## src/rtl/xlt_pkg.sv

```systemverilog
package xlt_pkg;
   // value layout; the decoder and its users agree on these positions
   localparam int REG_W     = 64;
   localparam int PCNT_W    = 8;
   localparam int PSZ_LSB   = 8;
   localparam int AHI_LSB   = 12;
   localparam int AHI_W     = 4;
   localparam int ADDR_LSB  = 12;
   localparam int ADDR_MSB  = 47;
   localparam int ESZ_LSB   = 48;
   localparam int ESZ_W     = 5;
   localparam int TYPE_LSB  = 56;
   localparam int TYPE_W    = 3;
   localparam int IND_BIT   = 62;
   localparam int VLD_BIT   = 63;
   localparam int PA_W      = 52;
   localparam int MAX_PG_LOG = 16;
   localparam int PG_W      = MAX_PG_LOG + 1;
   localparam int TOT_W     = PCNT_W + 1 + MAX_PG_LOG;
   localparam int ENT_W     = 2 * TOT_W;
   localparam int LOG_W     = $clog2(ESZ_W + 1);

   localparam logic [TYPE_W-1:0] TT_DEVICE = 3'd1;
   localparam logic [TYPE_W-1:0] TT_COLL   = 3'd4;

   typedef enum logic [1:0] {ST_IDLE, ST_EVAL, ST_DIV} xlt_state_e;
endpackage

```

## src/rtl/xlt_fields.sv

```systemverilog
module xlt_fields
   import xlt_pkg::*;
#(
   parameter int L1_BYTES          = 8,
   parameter int CMD_BYTES         = 32,
   parameter int DEV_BITS_W        = 5,
   parameter int COLL_BITS_W       = 4,
   parameter int COLL_DEFAULT_BITS = 16,
   parameter int ID_W              = 33
) (
   input  logic [REG_W-1:0]       raw,
   input  logic                   cmdq,
   input  logic [DEV_BITS_W-1:0]  dev_bits,
   input  logic [COLL_BITS_W-1:0] coll_bits,
   input  logic                   coll_lim,
   output logic                   bad_o,
   output logic                   keep_o,
   output logic                   ind_o,
   output logic [ESZ_W:0]         ent_bytes_o,
   output logic                   ent_pow2_o,
   output logic [LOG_W-1:0]       ent_log_o,
   output logic [PG_W-1:0]        page_bytes_o,
   output logic [TOT_W-1:0]       l1_cnt_o,
   output logic [TOT_W-1:0]       num_o,
   output logic [PA_W-1:0]        base_o,
   output logic [ID_W-1:0]        ids_o
);
   localparam int L1_LOG = $clog2(L1_BYTES);

   logic [PCNT_W-1:0] pcnt;
   logic [1:0]        code;
   logic [TYPE_W-1:0] ttype;
   logic              vld;
   logic [4:0]        pg_log;
   logic [TOT_W-1:0]  total;
   logic [PA_W-1:0]   base_flat;
   logic [PA_W-1:0]   base_wide;
   logic              unused_raw;

   assign pcnt  = raw[PCNT_W-1:0];
   assign code  = raw[PSZ_LSB +: 2];
   assign ttype = raw[TYPE_LSB +: TYPE_W];
   assign vld   = raw[VLD_BIT];
   assign unused_raw = ^{raw[11:10], raw[55:53], raw[61:59]};

   assign base_flat = {{(PA_W-ADDR_MSB-1){1'b0}}, raw[ADDR_MSB:ADDR_LSB], {ADDR_LSB{1'b0}}};
   assign base_wide = {raw[AHI_LSB +: AHI_W], raw[ADDR_MSB:MAX_PG_LOG], {MAX_PG_LOG{1'b0}}};

   always_comb begin
      bad_o       = 1'b0;
      keep_o      = 1'b0;
      ind_o       = 1'b0;
      ids_o       = '0;
      pg_log      = 5'd12;
      base_o      = base_flat;
      ent_bytes_o = (ESZ_W+1)'(CMD_BYTES);
      if (cmdq) begin
         bad_o = !vld || (pcnt == '0);
      end else begin
         ent_bytes_o = (ESZ_W+1)'(raw[ESZ_LSB +: ESZ_W]) + (ESZ_W+1)'(1);
         ind_o       = raw[IND_BIT];
         bad_o       = (code == 2'd3) || !((ttype == TT_DEVICE) || (ttype == TT_COLL));
         keep_o      = !vld;
         case (code)
            2'd1:    pg_log = 5'd14;
            2'd2:    pg_log = 5'd16;
            default: pg_log = 5'd12;
         endcase
         if (code == 2'd2) base_o = base_wide;
         if (ttype == TT_DEVICE)
            ids_o = ID_W'(1) << ({1'b0, dev_bits} + (DEV_BITS_W+1)'(1));
         else if (coll_lim)
            ids_o = ID_W'(1) << ({1'b0, coll_bits} + (COLL_BITS_W+1)'(1));
         else
            ids_o = ID_W'(1) << COLL_DEFAULT_BITS;
      end
   end

   always_comb begin
      ent_log_o = '0;
      for (int i = 0; i <= ESZ_W; i++)
         if (ent_bytes_o[i]) ent_log_o = LOG_W'(i);
   end

   assign ent_pow2_o   = ((ent_bytes_o & (ent_bytes_o - (ESZ_W+1)'(1))) == '0);
   assign page_bytes_o = PG_W'(1) << pg_log;
   assign total        = (TOT_W'(pcnt) + TOT_W'(1)) << pg_log;
   assign l1_cnt_o     = total >> L1_LOG;
   assign num_o        = ind_o ? TOT_W'(page_bytes_o) : total;
endmodule

```

## src/rtl/xlt_seq_div.sv

```systemverilog
module xlt_seq_div #(
   parameter int NW = 25,
   parameter int DW = 6
) (
   input  logic          clk,
   input  logic          rst_n,
   input  logic          go,
   input  logic [NW-1:0] num,
   input  logic [DW-1:0] den,
   output logic          busy,
   output logic          fin,
   output logic [NW-1:0] quo
);
   localparam int CW = $clog2(NW + 1);

   logic [DW-1:0] rem;
   logic [NW-1:0] q;
   logic [NW-1:0] num_l;
   logic [DW-1:0] den_l;
   logic [CW-1:0] cnt;
   logic [DW:0]   trial;
   logic          ge;

   assign trial = {rem, q[NW-1]};
   assign ge    = (trial >= {1'b0, den_l});
   assign quo   = q;

   always_ff @(posedge clk or negedge rst_n) begin
      if (!rst_n) begin
         rem <= '0; q <= '0; num_l <= '0; den_l <= '0;
         cnt <= '0; busy <= 1'b0; fin <= 1'b0;
      end else if (go) begin
         rem   <= '0;
         q     <= num;
         num_l <= num;
         den_l <= den;
         cnt   <= CW'(NW);
         busy  <= 1'b1;
         fin   <= 1'b0;
      end else if (busy) begin
         rem <= ge ? DW'(trial - {1'b0, den_l}) : trial[DW-1:0];
         q   <= {q[NW-2:0], ge};
         cnt <= cnt - CW'(1);
         if (cnt == CW'(1)) begin
            busy <= 1'b0;
            fin  <= 1'b1;
         end
      end else begin
         fin <= 1'b0;
      end
   end

   logic [NW+DW-1:0] prod;
   assign prod = (NW+DW)'(q) * (NW+DW)'(den_l);

   // quotient is exact floor division
   a_r3_div_exact: assert property (@(posedge clk) disable iff (!rst_n)
      fin |-> (prod <= (NW+DW)'(num_l)) && (((NW+DW)'(num_l) - prod) < (NW+DW)'(den_l)));
   a_r3_den_nonzero: assert property (@(posedge clk) disable iff (!rst_n)
      go |-> (den != '0));
endmodule

```

## src/rtl/xlt_param_decode.sv

```systemverilog
module xlt_param_decode
   import xlt_pkg::*;
#(
   parameter int L1_BYTES          = 8,
   parameter int CMD_BYTES         = 32,
   parameter int DEV_BITS_W        = 5,
   parameter int COLL_BITS_W       = 4,
   parameter int COLL_DEFAULT_BITS = 16,
   localparam int ID_BIG = (2**DEV_BITS_W > 2**COLL_BITS_W) ? 2**DEV_BITS_W : 2**COLL_BITS_W,
   localparam int ID_W   = ((ID_BIG > COLL_DEFAULT_BITS) ? ID_BIG : COLL_DEFAULT_BITS) + 1
) (
   input  logic                   clk,
   input  logic                   rst_n,
   input  logic                   start,
   input  logic                   sel_cmdq,
   input  logic [REG_W-1:0]       base_reg,
   input  logic [DEV_BITS_W-1:0]  dev_id_bits,
   input  logic [COLL_BITS_W-1:0] coll_id_bits,
   input  logic                   coll_id_lim,
   output logic                   done,
   output logic                   pass,
   output logic                   indirect_o,
   output logic [ESZ_W:0]         entry_bytes_o,
   output logic [PG_W-1:0]        page_bytes_o,
   output logic [ENT_W-1:0]       max_entries_o,
   output logic [ID_W-1:0]        max_ids_o,
   output logic [PA_W-1:0]        base_addr_o
);
   localparam int MAX_LAT = TOT_W + 4;
   localparam int LC_W    = $clog2(MAX_LAT + 2);

   if ((L1_BYTES & (L1_BYTES - 1)) != 0 || L1_BYTES < 1) begin : g_bad_l1
      $error("L1_BYTES must be a power of two");
   end
   if ((CMD_BYTES & (CMD_BYTES - 1)) != 0 || CMD_BYTES > 2**ESZ_W) begin : g_bad_cmd
      $error("CMD_BYTES must be a power of two no larger than the entry field range");
   end
   if (COLL_DEFAULT_BITS < 1 || DEV_BITS_W < 1 || COLL_BITS_W < 1) begin : g_bad_id
      $error("ID width parameters must be positive");
   end

   xlt_state_e             state;
   logic [REG_W-1:0]       s_raw;
   logic                   s_cmd;
   logic [DEV_BITS_W-1:0]  s_dev;
   logic [COLL_BITS_W-1:0] s_coll;
   logic                   s_lim;

   logic                   f_bad, f_keep, f_ind, f_pow2;
   logic [ESZ_W:0]         f_esz;
   logic [LOG_W-1:0]       f_log;
   logic [PG_W-1:0]        f_page;
   logic [TOT_W-1:0]       f_l1, f_num;
   logic [PA_W-1:0]        f_base;
   logic [ID_W-1:0]        f_ids;

   logic                   div_go, div_busy, div_fin;
   logic [TOT_W-1:0]       div_q, q_sel;
   logic [ENT_W-1:0]       ent_calc;
   logic                   commit;
   logic [LC_W-1:0]        lat_cnt;

   xlt_fields #(
      .L1_BYTES(L1_BYTES), .CMD_BYTES(CMD_BYTES), .DEV_BITS_W(DEV_BITS_W),
      .COLL_BITS_W(COLL_BITS_W), .COLL_DEFAULT_BITS(COLL_DEFAULT_BITS), .ID_W(ID_W)
   ) u_fields (
      .raw(s_raw), .cmdq(s_cmd), .dev_bits(s_dev), .coll_bits(s_coll), .coll_lim(s_lim),
      .bad_o(f_bad), .keep_o(f_keep), .ind_o(f_ind), .ent_bytes_o(f_esz),
      .ent_pow2_o(f_pow2), .ent_log_o(f_log), .page_bytes_o(f_page),
      .l1_cnt_o(f_l1), .num_o(f_num), .base_o(f_base), .ids_o(f_ids)
   );

   assign div_go = (state == ST_EVAL) && !f_bad && !f_keep && !f_pow2;

   xlt_seq_div #(.NW(TOT_W), .DW(ESZ_W+1)) u_div (
      .clk(clk), .rst_n(rst_n), .go(div_go), .num(f_num), .den(f_esz),
      .busy(div_busy), .fin(div_fin), .quo(div_q)
   );

   assign q_sel    = (state == ST_DIV) ? div_q : (f_num >> f_log);
   assign ent_calc = f_ind ? (ENT_W'(f_l1) * ENT_W'(q_sel)) : ENT_W'(q_sel);
   assign commit   = ((state == ST_EVAL) && !f_bad && !f_keep && f_pow2) ||
                     ((state == ST_DIV) && div_fin);

   always_ff @(posedge clk or negedge rst_n) begin
      if (!rst_n) begin
         state <= ST_IDLE;
         s_raw <= '0; s_cmd <= 1'b0; s_dev <= '0; s_coll <= '0; s_lim <= 1'b0;
         done <= 1'b0; pass <= 1'b0;
         indirect_o <= 1'b0; entry_bytes_o <= '0; page_bytes_o <= '0;
         max_entries_o <= '0; max_ids_o <= '0; base_addr_o <= '0;
      end else begin
         if (commit) begin
            indirect_o    <= f_ind;
            entry_bytes_o <= f_esz;
            page_bytes_o  <= f_page;
            max_entries_o <= ent_calc;
            max_ids_o     <= f_ids;
            base_addr_o   <= f_base;
         end
         case (state)
            ST_IDLE: if (start) begin
               s_raw  <= base_reg;
               s_cmd  <= sel_cmdq;
               s_dev  <= dev_id_bits;
               s_coll <= coll_id_bits;
               s_lim  <= coll_id_lim;
               done   <= 1'b0;
               state  <= ST_EVAL;
            end
            ST_EVAL: begin
               if (f_bad || f_keep || f_pow2) begin
                  done  <= 1'b1;
                  pass  <= !f_bad;
                  state <= ST_IDLE;
               end else begin
                  state <= ST_DIV;
               end
            end
            ST_DIV: if (div_fin) begin
               done  <= 1'b1;
               pass  <= 1'b1;
               state <= ST_IDLE;
            end
            default: state <= ST_IDLE;
         endcase
      end
   end

   always_ff @(posedge clk or negedge rst_n) begin
      if (!rst_n)                lat_cnt <= '0;
      else if (state == ST_IDLE) lat_cnt <= '0;
      else                       lat_cnt <= lat_cnt + LC_W'(1);
   end

   // an accepted start clears done on the next cycle
   a_r11_clear: assert property (@(posedge clk) disable iff (!rst_n)
      (state == ST_IDLE && start) |=> !done);
   // results and status hold while no start arrives
   a_r11_hold: assert property (@(posedge clk) disable iff (!rst_n)
      (done && !start) |=> (done && $stable(pass) && $stable(max_entries_o) &&
                            $stable(base_addr_o) && $stable(max_ids_o) && $stable(page_bytes_o)));
   // bounded decode time
   a_r11_bounded: assert property (@(posedge clk) disable iff (!rst_n)
      lat_cnt <= LC_W'(MAX_LAT));
   // a failing decode does not touch the parameters
   a_r8_fail_holds: assert property (@(posedge clk) disable iff (!rst_n)
      ($rose(done) && !pass) |-> ($stable(max_entries_o) && $stable(base_addr_o) &&
                                  $stable(max_ids_o) && $stable(entry_bytes_o)));
   // the reported page size is a single power of two
   a_r2_page_onehot: assert property (@(posedge clk) disable iff (!rst_n)
      $onehot0(page_bytes_o));
   // divider is only started from the evaluate step when idle
   a_r3_div_idle: assert property (@(posedge clk) disable iff (!rst_n)
      div_go |-> !div_busy);
endmodule

```

## config.mk

```make
export PLATFORM = sky130hd
export DESIGN_NAME = xlt_param_decode
export DESIGN_NICKNAME = d
export VERILOG_FILES = /design/src/rtl/xlt_pkg.sv /design/src/rtl/xlt_fields.sv /design/src/rtl/xlt_seq_div.sv /design/src/rtl/xlt_param_decode.sv
export SDC_FILE = /design/constraint.sdc
export NUM_CORES = 1
export LEC_CHECK = 0
export ABC_AREA = 1
export BUFFER_PORTS_ARGS = -buffer_cell sky130_fd_sc_hd__buf_2
export CAP_MARGIN = 5
export CELL_PAD_IN_SITES_DETAIL_PLACEMENT = 2
export CELL_PAD_IN_SITES_GLOBAL_PLACEMENT = 2
export CORE_ASPECT_RATIO = 1.1
export CORE_MARGIN = 2
export CORE_UTILIZATION = 30
export CTS_CLUSTER_SIZE = 25
export DETAILED_ROUTE_END_ITERATION = 7
export PLACE_DENSITY = 0.74
export SLEW_MARGIN = 40
export SYNTH_ARGS = -nofsm -noshare
export SYNTH_HDL_FRONTEND = slang
export SYNTH_SLANG_ARGS = --single-unit
```

## constraint.sdc

```tcl
create_clock -name clk -period 9.6 [get_ports clk]
set_input_delay 0.96 -clock clk [delete_from_list [all_inputs] [get_ports clk]]
set_output_delay 0.96 -clock clk [all_outputs]
set_load 0.1 [all_outputs]
```

# == After elaboration in Yosys (flattened, before gate mapping) ==
# Cells that the tools add are included.
# word_totals
elab_cells,115
in_bits,78
ff_bits,282
out_inout_bits,161
# op_classes
addsub,7
eq_ne,12
bitwise,1
n_mux,42
n_shift,5
reduce_logical,26
n_mul,1
n_lt_le_gt_ge,1
# op_table
cell,n
52-bit 2-to-1 mux,2
25-bit 2-to-1 mux,4
33-bit 2-to-1 mux,3
22-bit by 25-bit multiplier with 47-bit output,1
47-bit 2-to-1 mux,1
1-bit by 5-bit << shifter with 33-bit output (first input constant),1
1-bit by 6-bit << shifter with 33-bit output (first input constant),1
25-bit by 5-bit << shifter with 25-bit output,1
25-bit by 3-bit right shift with 25-bit output,1
6-bit 2-to-1 mux,4
1-bit by 5-bit << shifter with 17-bit output (first input constant),1
5-bit 2-to-1 mux,3
1-bit 2-to-1 mux,14
5-bit by 1-bit adder with 6-bit output (second input constant),2
2-bit 2-to-1 mux,5
5-bit case mux with 2 select lines,1
8-bit by 1-bit adder with 9-bit output (second input constant),1
8-bit logical NOT,1
7-bit by 6-bit >= comparator with 1-bit output,1
6-bit bitwise AND,1
2-bit == test (second input constant),3
6-bit logical NOT,1
1-bit logical OR,6
3-bit 2-to-1 mux,2
other kinds (22),34

# == Logic depth before layout (Yosys ltp) ==
# Gate-level depths: netlist of the first run.
# depth
word_depth,11
depth_mapped,41
ltp_nobuf,39

# == By module ==
# Synthesis of the first run repeated with hierarchy kept, for this count alone.
# hier_totals
cells_unflattened,4872
area_unflattened_um2,37248.2
# by_module_without_submodules
mod,area_per_inst_um2,seq_area_each_um2,n_inst,cells_per_inst
xlt_param_decode,32736.4,5955.7,1,4191
xlt_seq_div,2328.5,1101.1,1,276
xlt_fields,2183.3,0.0,1,405

# == Worst setup path before layout of the first run ==
# OpenSTA, ideal clock, no wires.
# synth_path
path_kind,register to register
startpoint,register s_raw[48]
endpoint,register max_entries_o[44]
synth_period_minus_slack_ns,6.965
required_time_ns,9.477
n_path_buf,2
path_stages_with_launch,39
setup_slack_ns,2.635
setup_ns,0.123
arrival_time_ns,6.842
path_cell_list,dfrtp_1 -> ha_1 -> inv_1 -> nor2_1 -> nand2_1 -> nand2_1 -> nand2_1 -> nand2_2 -> inv_2 -> buf_4 -> nand2_1 -> nand3_1 -> nand3_1 -> buf_2 -> nand4_1 -> fa_1 -> inv_1 -> fa_1 -> (+3 left out) -> fa_1 -> fa_1 -> fa_1 -> inv_1 -> fa_1 -> inv_1 -> ha_1 -> nand2_1 -> nor2_1 -> inv_1 -> nor2_1 -> inv_1 -> o21ai_0 -> nand2_1 -> nand3_1 -> a21oi_1 -> o21ai_0 -> nand2_1
# synth_between
elab_chain_len,11
word_cells_on_any_way,16
classes_between,2 x add/sub; 1 x mul; 1 x shift; 8 x mux; 1 x bitwise; 3 x reduce/logical
# synth_lines
item,line_no,rtl
start: declaration,xlt_param_decode.sv:43,logic [REG_W-1:0] s_raw;
start signal: assignment,xlt_param_decode.sv:103,s_raw <= base_reg;
5-bit by 1-bit adder with 6-bit output *,xlt_fields.sv:60,ent_bytes_o = (ESZ_W+1)'(raw[ESZ_LSB +: ESZ_W]) + (ESZ_W+1)'(1);
6-bit 2-to-1 mux *,xlt_fields.sv:57,if (cmdq) begin
1-bit 2-to-1 mux,xlt_fields.sv:82,if (ent_bytes_o[i]) ent_log_o = LOG_W'(i);
2-bit 2-to-1 mux (2 in a row),xlt_fields.sv:82,
3-bit 2-to-1 mux (2 in a row),xlt_fields.sv:82,
25-bit by 3-bit right shift with 25-bit output,xlt_param_decode.sv:80,assign q_sel = (state == ST_DIV) ? div_q : (f_num >> f_log);
25-bit 2-to-1 mux,xlt_param_decode.sv:80,
22-bit by 25-bit multiplier with 47-bit output,xlt_param_decode.sv:81,assign ent_calc = f_ind ? (ENT_W'(f_l1) * ENT_W'(q_sel)) : ENT_W'(q_sel);
47-bit 2-to-1 mux,xlt_param_decode.sv:81,
end signal: assignment,xlt_param_decode.sv:97,max_entries_o <= ent_calc;
end: declaration,xlt_param_decode.sv:25,"output logic [ENT_W-1:0] max_entries_o,"
# Mark *: on every way between the ends. The rest lies on a longest branch, timed or not.
# A chain may end at the register's enable or synchronous reset.

# == Final worst setup path of the first run ==
# layout_path
startpoint,register s_cmd
endpoint,register max_entries_o[41]
# layout_between
elab_chain_len,10
word_cells_on_any_way,26
classes_between,1 x add/sub; 1 x mul; 3 x shift; 13 x mux; 1 x bitwise; 7 x reduce/logical
# layout_lines
item,line_no,rtl
start: declaration,xlt_param_decode.sv:44,logic s_cmd;
start signal: assignment,xlt_param_decode.sv:104,s_cmd <= sel_cmdq;
"parallel branches: the longest is 10 deep, another holds 22-bit by 25-bit multiplier with 47-bit output",n/a,
# Several ways; the timed one is not identified.

==> flow_metrics.py, run 1 <==
metrics = {
    "global_route": {
        "grt_usage_pct": 22.6,
        "gr-total-overflow": 0,
        "grt_first_pass_wirelength_mm": 170,
        "antenna_found_initial": 14,
        "grt_pass1_vias": 28200,
        "grt_max_degree": 123,
    },
    "timing": {
        "final-hold-violation-count": 0,
        "tightest_slew_ns": 0.919,
        "fin_setup_tns_ns": 0,
        "clock-skew-final_ns": 0.0144,
        "setup_viol": 0,
        "maxSlewHeadroom_pct": 38.5,
        "period_share_pct": 90.9,
        "maxSlewViolCount": 0,
        "period_needed_ns": 8.72,
        "rsz0062_at_grt": "false",
        "fmax_ghz": 0.115,
    },
    "floorplan": {
        "core_area_um2": 95700,
        "io_pins": 239,
        "start_util_pct": 30.3,
        "die_w_um": 300,
        "die_area_um2": 99200,
        "die-height_um": 330,
        "num_rows": 119,
    },
    "route": {
        "viasPerCell": 4.75,
        "drt_iter0_markers": 1123,
        "drc_errors": 0,
        "dr.pass1.iters": 7,
        "vias": 24500,
        "drtAntennaViolNets": 0,
        "drt-total-wl_mm": 110,
        "routedWlPerCell_um": 21.3,
    },
    "power": {
        "p_switching_mw": 6.54,
        "powerDensity_nw_per_um2": 338,
        "p_sw_share_pct": 57.4,
        "clkPwrFrac_pct": 10.7,
        "ir_drop_v": 0.000529,
        "combPwrFrac_pct": 80.0,
        "p_leak_nw": 17.8,
        "intPower_mw": 4.86,
        "seqPwrFrac_pct": 9.3,
    },
    "cts": {
        "cts-hold-fix-buffers": 0,
        "cts.htree.levels": 1,
        "cts.path.max_buffers": 3,
        "cts_tree": "built",
        "cts_sinks": 251,
        "post_cts_resize_count": 0,
        "cts_root_buf": "clkbuf_16",
        "cts.clk_slew.worst_paths_ns": 0.06,
        "post_cts_buffers": 0,
        "numCtsBuffers": 29,
        "clock_latency_ns": 0.59,
    },
    "worst_hold_path": {
        "hold_class": "in -> async",
    },
    "synth": {
        "yosysWarnings": 0,
        "ys_types": 53,
        "synthFlopType": "dfrtp_1",
        "ys_top_cells_by_area": "fa_1 (32%), dfrtp_1 (22%), nand2_1 (9.5%), inv_1 (8.3%), ha_1 (7.6%)",
        "synth_top_area_share_pct": 31.6,
        "netlist_top_cells_count": "nand2_1 (735), inv_1 (638), fa_1 (458), nor2_1 (304), dfrtp_1 (251)",
        "async_flop_share_pct": 100,
        "synth_top_cell_by_area": "fa_1",
        "synthCells": 3406,
        "synth.cell_area_um2": 29000,
        "yosysMostFrequentCell": "nand2_1",
        "synth-edff-count": 0,
        "syn_avg_cell_area_um2": 8.51,
        "ys_ff_latch": 251,
        "yosysSeqAreaShare_pct": 21.7,
    },
    "cells_and_area": {
        "fin_util_pct": 35.2,
        "fill_cells": 11000,
        "finalNetCount": 4569,
        "area_growth_pct": 16.3,
        "drive_above_1_share_pct": 11.9,
    },
    "placed_design": {
        "io_buffer_count": 207,
        "place_congestion": 0.877,
        "hpwl_mm": 92.0,
    },
    "critical_path": {
        "r2r_cells": 33,
        "path_class": "reg -> reg",
        "r2r-end": "max_entries_o[41]",
        "cp.arrival_ns": 9.19,
        "critPathRequiredTime_ns": 10.06,
        "start_kind": "flip-flop",
        "endpoint_kind": "flip-flop",
        "max_stage_delay_ns": 0.59,
        "slowest_stage": "fa_1",
        "cp_max_fo": 16,
        "r2r-start": "s_cmd",
        "rrSetupSlack_ns": 0.88,
    },
    "run": {
        "maxCapViolCount": 0,
    },
    "outcome": {
        "outcome": "finished, final reports clean",
    },
}
## per-stage QoR
step	instances	power [mW]	hold WS (ns)	setup slack (ns)	area, um2
4_1_cts	5148	11.1	0.252	0.820	33700
2_1_floorplan	3651	5.66	0.443	2.63	29900
6_report	5152	11.4	0.258	0.877	33700
5_1_grt	5151	12.3	0.261	0.288	33700
3_5_place_dp	5094	9.75	0.459	0.937	32600
3_3_place_gp	5092	9.55	0.448	0.998	32600
## flip-flops by register name, indices dropped and copies added (netlist names), 6 cells and up
name,flops
page_bytes_o,9
base_addr_o,40
max_ids_o,33
u_div.rem,6
u_div.quo,25
entry_bytes_o,6
s_raw,56
u_div.den_l,6
max_entries_o,47
## routing by layer
layer / part of all wire, % / global-route usage, %
met5: 0.096 / 0
met4: 3.8 / 7.25
met3: 5.2 / 4.06
met2: 50 / 40.0
met1: 41 / 27.7
## layout make-up
cell class | count | area (um2) | share of cell area, %
multi-input cells | 2608 | 20500 | 60.7
flip-flops and latches | 251 | 6280 | 18.6
inverters | 669 | 2530 | 7.49
repair buffers | 297 | 1800 | 5.33
well taps | 1270 | 1590 | 4.71
clock buffers | 41 | 851 | 2.52
clock inverters | 13 | 198 | 0.586
diodes | 3 | 7.51 | 0.0223
## power by group through the flow
stage | Combinational, mW | Clock (mW) | Sequential (mW)
5_1_grt | 9.98 | 1.29 | 1.06
6_report | 9.11 | 1.22 | 1.06
3_5_place_dp | 8.67 | 0 | 1.08
2_1_floorplan | 4.58 | 0 | 1.08
3_3_place_gp | 8.48 | 0 | 1.08
4_1_cts | 8.75 | 1.26 | 1.06
## worst max-delay path by stage
stage                   start                end  slack (ns)  cells after the start
global route         s_raw[0]  max_entries_o[40]        0.29                     35
CTS                     s_cmd  max_entries_o[41]        0.82                     33
detailed placement      s_cmd  max_entries_o[41]        0.94                     33
floorplan           s_raw[48]  max_entries_o[44]        2.63                     38
finish                  s_cmd  max_entries_o[41]        0.88                     33
global placement        s_cmd  max_entries_o[41]         1.0                     35
## worst max-delay path: cells and delay by family, from the launching register on
| family | cells | cell delay, ns |
|---|---|---|
| AOI/OAI and AO/OA | 4 | 0.80 |
| adders and majority gates | 8 | 4.07 |
| and+or+nand+nor | 15 | 1.97 |
| buffers and inverters | 6 | 1.15 |
| DFF | 1 | 0.57 |
## logic make-up (layout without fill, tap and decap cells)
family | Yosys count | in the layout | share of synthesized area (%)
xor+xnor | 29 | 29 | 0.876
other cells | 2 | 250 | 0.0259
compound gates | 354 | 354 | 6.97
flops | 251 | 251 | 21.7
buf+inv | 792 | 1020 | 11.0
mux | 37 | 37 | 1.44
fa+ha+maj | 635 | 635 | 39.3
simple gates | 1306 | 1306 | 18.8
## layout by cell type (no fill, tap or decap), types with 14 or more instances in the layout
cell       count
nor2_1       304
o22ai_1       16
o211ai_1      19
nand2_2       14
buf_2        206
dfrtp_1      251
buf_4         85
nand4_1       36
o21ai_0      120
conb_1       247
nor3_1        15
mux2_2        37
inv_1        637
a21oi_1      113
fa_1         458
xnor2_1       14
o31ai_1       22
clkbuf_16     29
nand3_1      162
nand2_1      734
ha_1         177
inv_2         23
o21ai_1       19
No activity file was read; power rests on OpenSTA's default activity.
==> inputs of run 2 (changes only) <==
- ABC_AREA: 1 -> default
- PLACE_DENSITY: 0.74 -> 0.72
==> flow_metrics.py, run 2 <==
metrics = {
    "cts": {
        "cts.htree.levels": 1,
        "cts.clk_slew.worst_paths_ns": 0.06,
        "cts.path.max_buffers": 3,
        "cts_root_buf": "clkbuf_16",
        "cts-hold-fix-buffers": 0,
        "numCtsBuffers": 30,
        "cts_tree": "built",
        "cts_sinks": 251,
        "clock_latency_ns": 0.59,
    },
    "synth": {
        "async_flop_share_pct": 100,
        "synth-edff-count": 0,
        "synth_top_area_share_pct": 32.1,
        "yosysSeqAreaShare_pct": 22.0,
        "synth_top_cell_by_area": "fa_1",
        "syn_avg_cell_area_um2": 9.56,
        "ys_ff_latch": 251,
        "synthCells": 2988,
        "yosysWarnings": 0,
        "ys_types": 86,
        "synth.cell_area_um2": 28600,
        "synthFlopType": "dfrtp_1",
        "ys_top_cells_by_area": "fa_1 (32%), dfrtp_1 (22%), ha_1 (7.8%), inv_1 (6.1%), nand2_1 (6.1%)",
        "netlist_top_cells_count": "inv_1 (466), nand2_1 (466), fa_1 (458), dfrtp_1 (251), nor2_1 (197)",
    },
    "critical_path": {
        "path_class": "reg -> reg",
        "r2r_cells": 31,
        "max_stage_delay_ns": 0.57,
        "cp.arrival_ns": 9.70,
        "endpoint_kind": "flip-flop",
        "critPathRequiredTime_ns": 10.04,
        "start_kind": "flip-flop",
        "cp_max_fo": 9,
        "slowest_stage": "fa_1",
        "crit_top_cell": "fa_1",
    },
    "placed_design": {
        "hpwl_mm": 77.3,
        "place_congestion": 0.856,
        "io_buffer_count": 207,
        "place_area_um2": 32200,
    },
    "outcome": {
        "outcome": "finished, final reports clean",
    },
    "global_route": {
        "grt_first_pass_wirelength_mm": 154,
        "antenna_found_initial": 7,
        "grt_pass1_vias": 26100,
        "grt_usage_pct": 20.2,
        "gr-total-overflow": 0,
        "grt_max_degree": 136,
    },
    "cells_and_area": {
        "drive_above_1_share_pct": 14.4,
        "largest_register": "s_raw",
        "largest_reg_flops": 56,
        "ff_latch_area_um2": 6290,
        "mostFrequentLayoutCells": "inv_1 (466), nand2_1 (465), fa_1 (458), conb_1 (247), dfrtp_1 (247)",
        "multi_input_area_um2": 20800,
        "largestRegisters": "s_raw (56), max_entries_o (47), base_addr_o (40)",
        "finalNetCount": 4120,
        "fin_area_um2": 33400,
        "area_growth_pct": 16.8,
        "fill_cells": 10700,
        "final_common_cell": "inv_1",
    },
    "timing": {
        "maxSlewViolCount": 0,
        "maxSlewHeadroom_pct": 38.1,
        "clock-skew-final_ns": 0.0145,
        "period_needed_ns": 9.26,
        "setup_viol": 0,
        "fmax_ghz": 0.108,
        "fin_setup_tns_ns": 0,
        "tightest_slew_ns": 0.923,
        "final-hold-violation-count": 0,
        "rsz0062_at_grt": "false",
        "period_share_pct": 96.5,
    },
    "run": {
        "maxCapViolCount": 0,
    },
    "floorplan": {
        "start_util_pct": 30.3,
        "die_area_um2": 97700,
        "core_area_um2": 94200,
        "die_w_um": 298,
        "die-height_um": 328,
        "num_rows": 118,
        "io_pins": 239,
    },
    "route": {
        "drt-total-wl_mm": 97.1,
        "drt_iter0_markers": 1057,
        "dr.pass1.iters": 5,
        "drc_errors": 0,
        "vias": 22400,
        "viasPerCell": 4.78,
        "drtAntennaViolNets": 0,
        "routedWlPerCell_um": 20.7,
    },
    "worst_hold_path": {
        "hold_class": "in -> async",
    },
}
[run 2: changes by cell type after synthesis, moves of 21 or more]
cell | previous run | this run
mux2i_1 | 0 | 33
clkbuf_1 | 47 | 93
o21ai_0 | 120 | 67
mux2_2 | 37 | 72
inv_2 | 24 | 0
a22o_1 | 1 | 22
nand3_1 | 162 | 46
nand4_1 | 36 | 13
and2_1 | 1 | 61
nand2_1 | 735 | 466
nor2_1 | 304 | 197
inv_1 | 638 | 466
[run 2: kinds of logic after synthesis]
logic type | Yosys count | share of synthesized area (%)
AND/OR/NAND/NOR | 891 | 13.6
adder cells (fa/ha/maj) | 635 | 39.9
buffers and inverters | 635 | 8.92
AO/OA/AOI/OAI | 409 | 9.65
flip-flops | 251 | 22.0
multiplexers | 110 | 4.28
XOR/XNOR | 55 | 1.69
other | 2 | 0.0263
[run 2: cell type report]
class | instances | area share [%]
diodes | 6 | 0.0450
clock buffers | 44 | 2.71
clock inverters | 11 | 0.371
inverters | 467 | 5.26
multi-input cells | 2347 | 62.4
flip-flops and latches | 251 | 18.8
well taps | 1260 | 4.73
repair buffers | 310 | 5.64
[run 2: path summary, 6_finish.rpt]
kind,startpoint,endpoint,slack (ns)
setup / recovery,s_raw[0],max_entries_o[46],0.34
hold / removal,rst_n,base_addr_o[38],0.30
setup reg to reg,s_raw[0],max_entries_o[46],0.34
hold reg to reg,base_addr_o[13],base_addr_o[13],0.46
max in group asynchronous,rst_n,max_entries_o[9],8.06
min in group clk,base_addr_o[13],base_addr_o[13],0.46
[run 2: worst max-delay path, delay by kind of cell (launching register included)]
| family | cells | cell delay (ns) |
|---|---|---|
| compound gates | 12 | 2.73 |
| simple gates | 4 | 0.74 |
| flops | 1 | 0.51 |
| buf+inv | 4 | 0.46 |
| fa+ha+maj | 9 | 4.08 |
| mux | 2 | 0.58 |
[run 2: metal layers]
layer / GRT usage, % / up-vias / share of wire [%]
met1: 25.8 / 11900 / 42
met3: 1.83 / 100 / 3.1
met2: 37.2 / 370 / 53
li1: - / 10100 / -
met4: 4.24 / 0 / 2.1
met5: 0 / - / 0
[run 2: what timing repair did]
action	4_1_cts	5_1_grt
endpoints found under the setup margin	1	15
pin swaps	1	1
resized for setup	0	18
setup buffers	3	2
[run 2: through the flow]
stage	setup WS [ns]	utilization, %	instances	hold slack, ns
2_1_floorplan	1.28	-	3233	0.440
4_1_cts	0.0504	35.3	4686	0.293
3_5_place_dp	0.0133	34.2	4628	0.454
6_report	0.339	35.4	4696	0.300
3_3_place_gp	0.302	34.1	4626	0.445
5_1_grt	0.00739	35.4	4696	0.314
Power of run 2 is left out: the tool's default activity adds up to more than one toggle a clock period on the data nets, which glitch-free logic cannot reach.
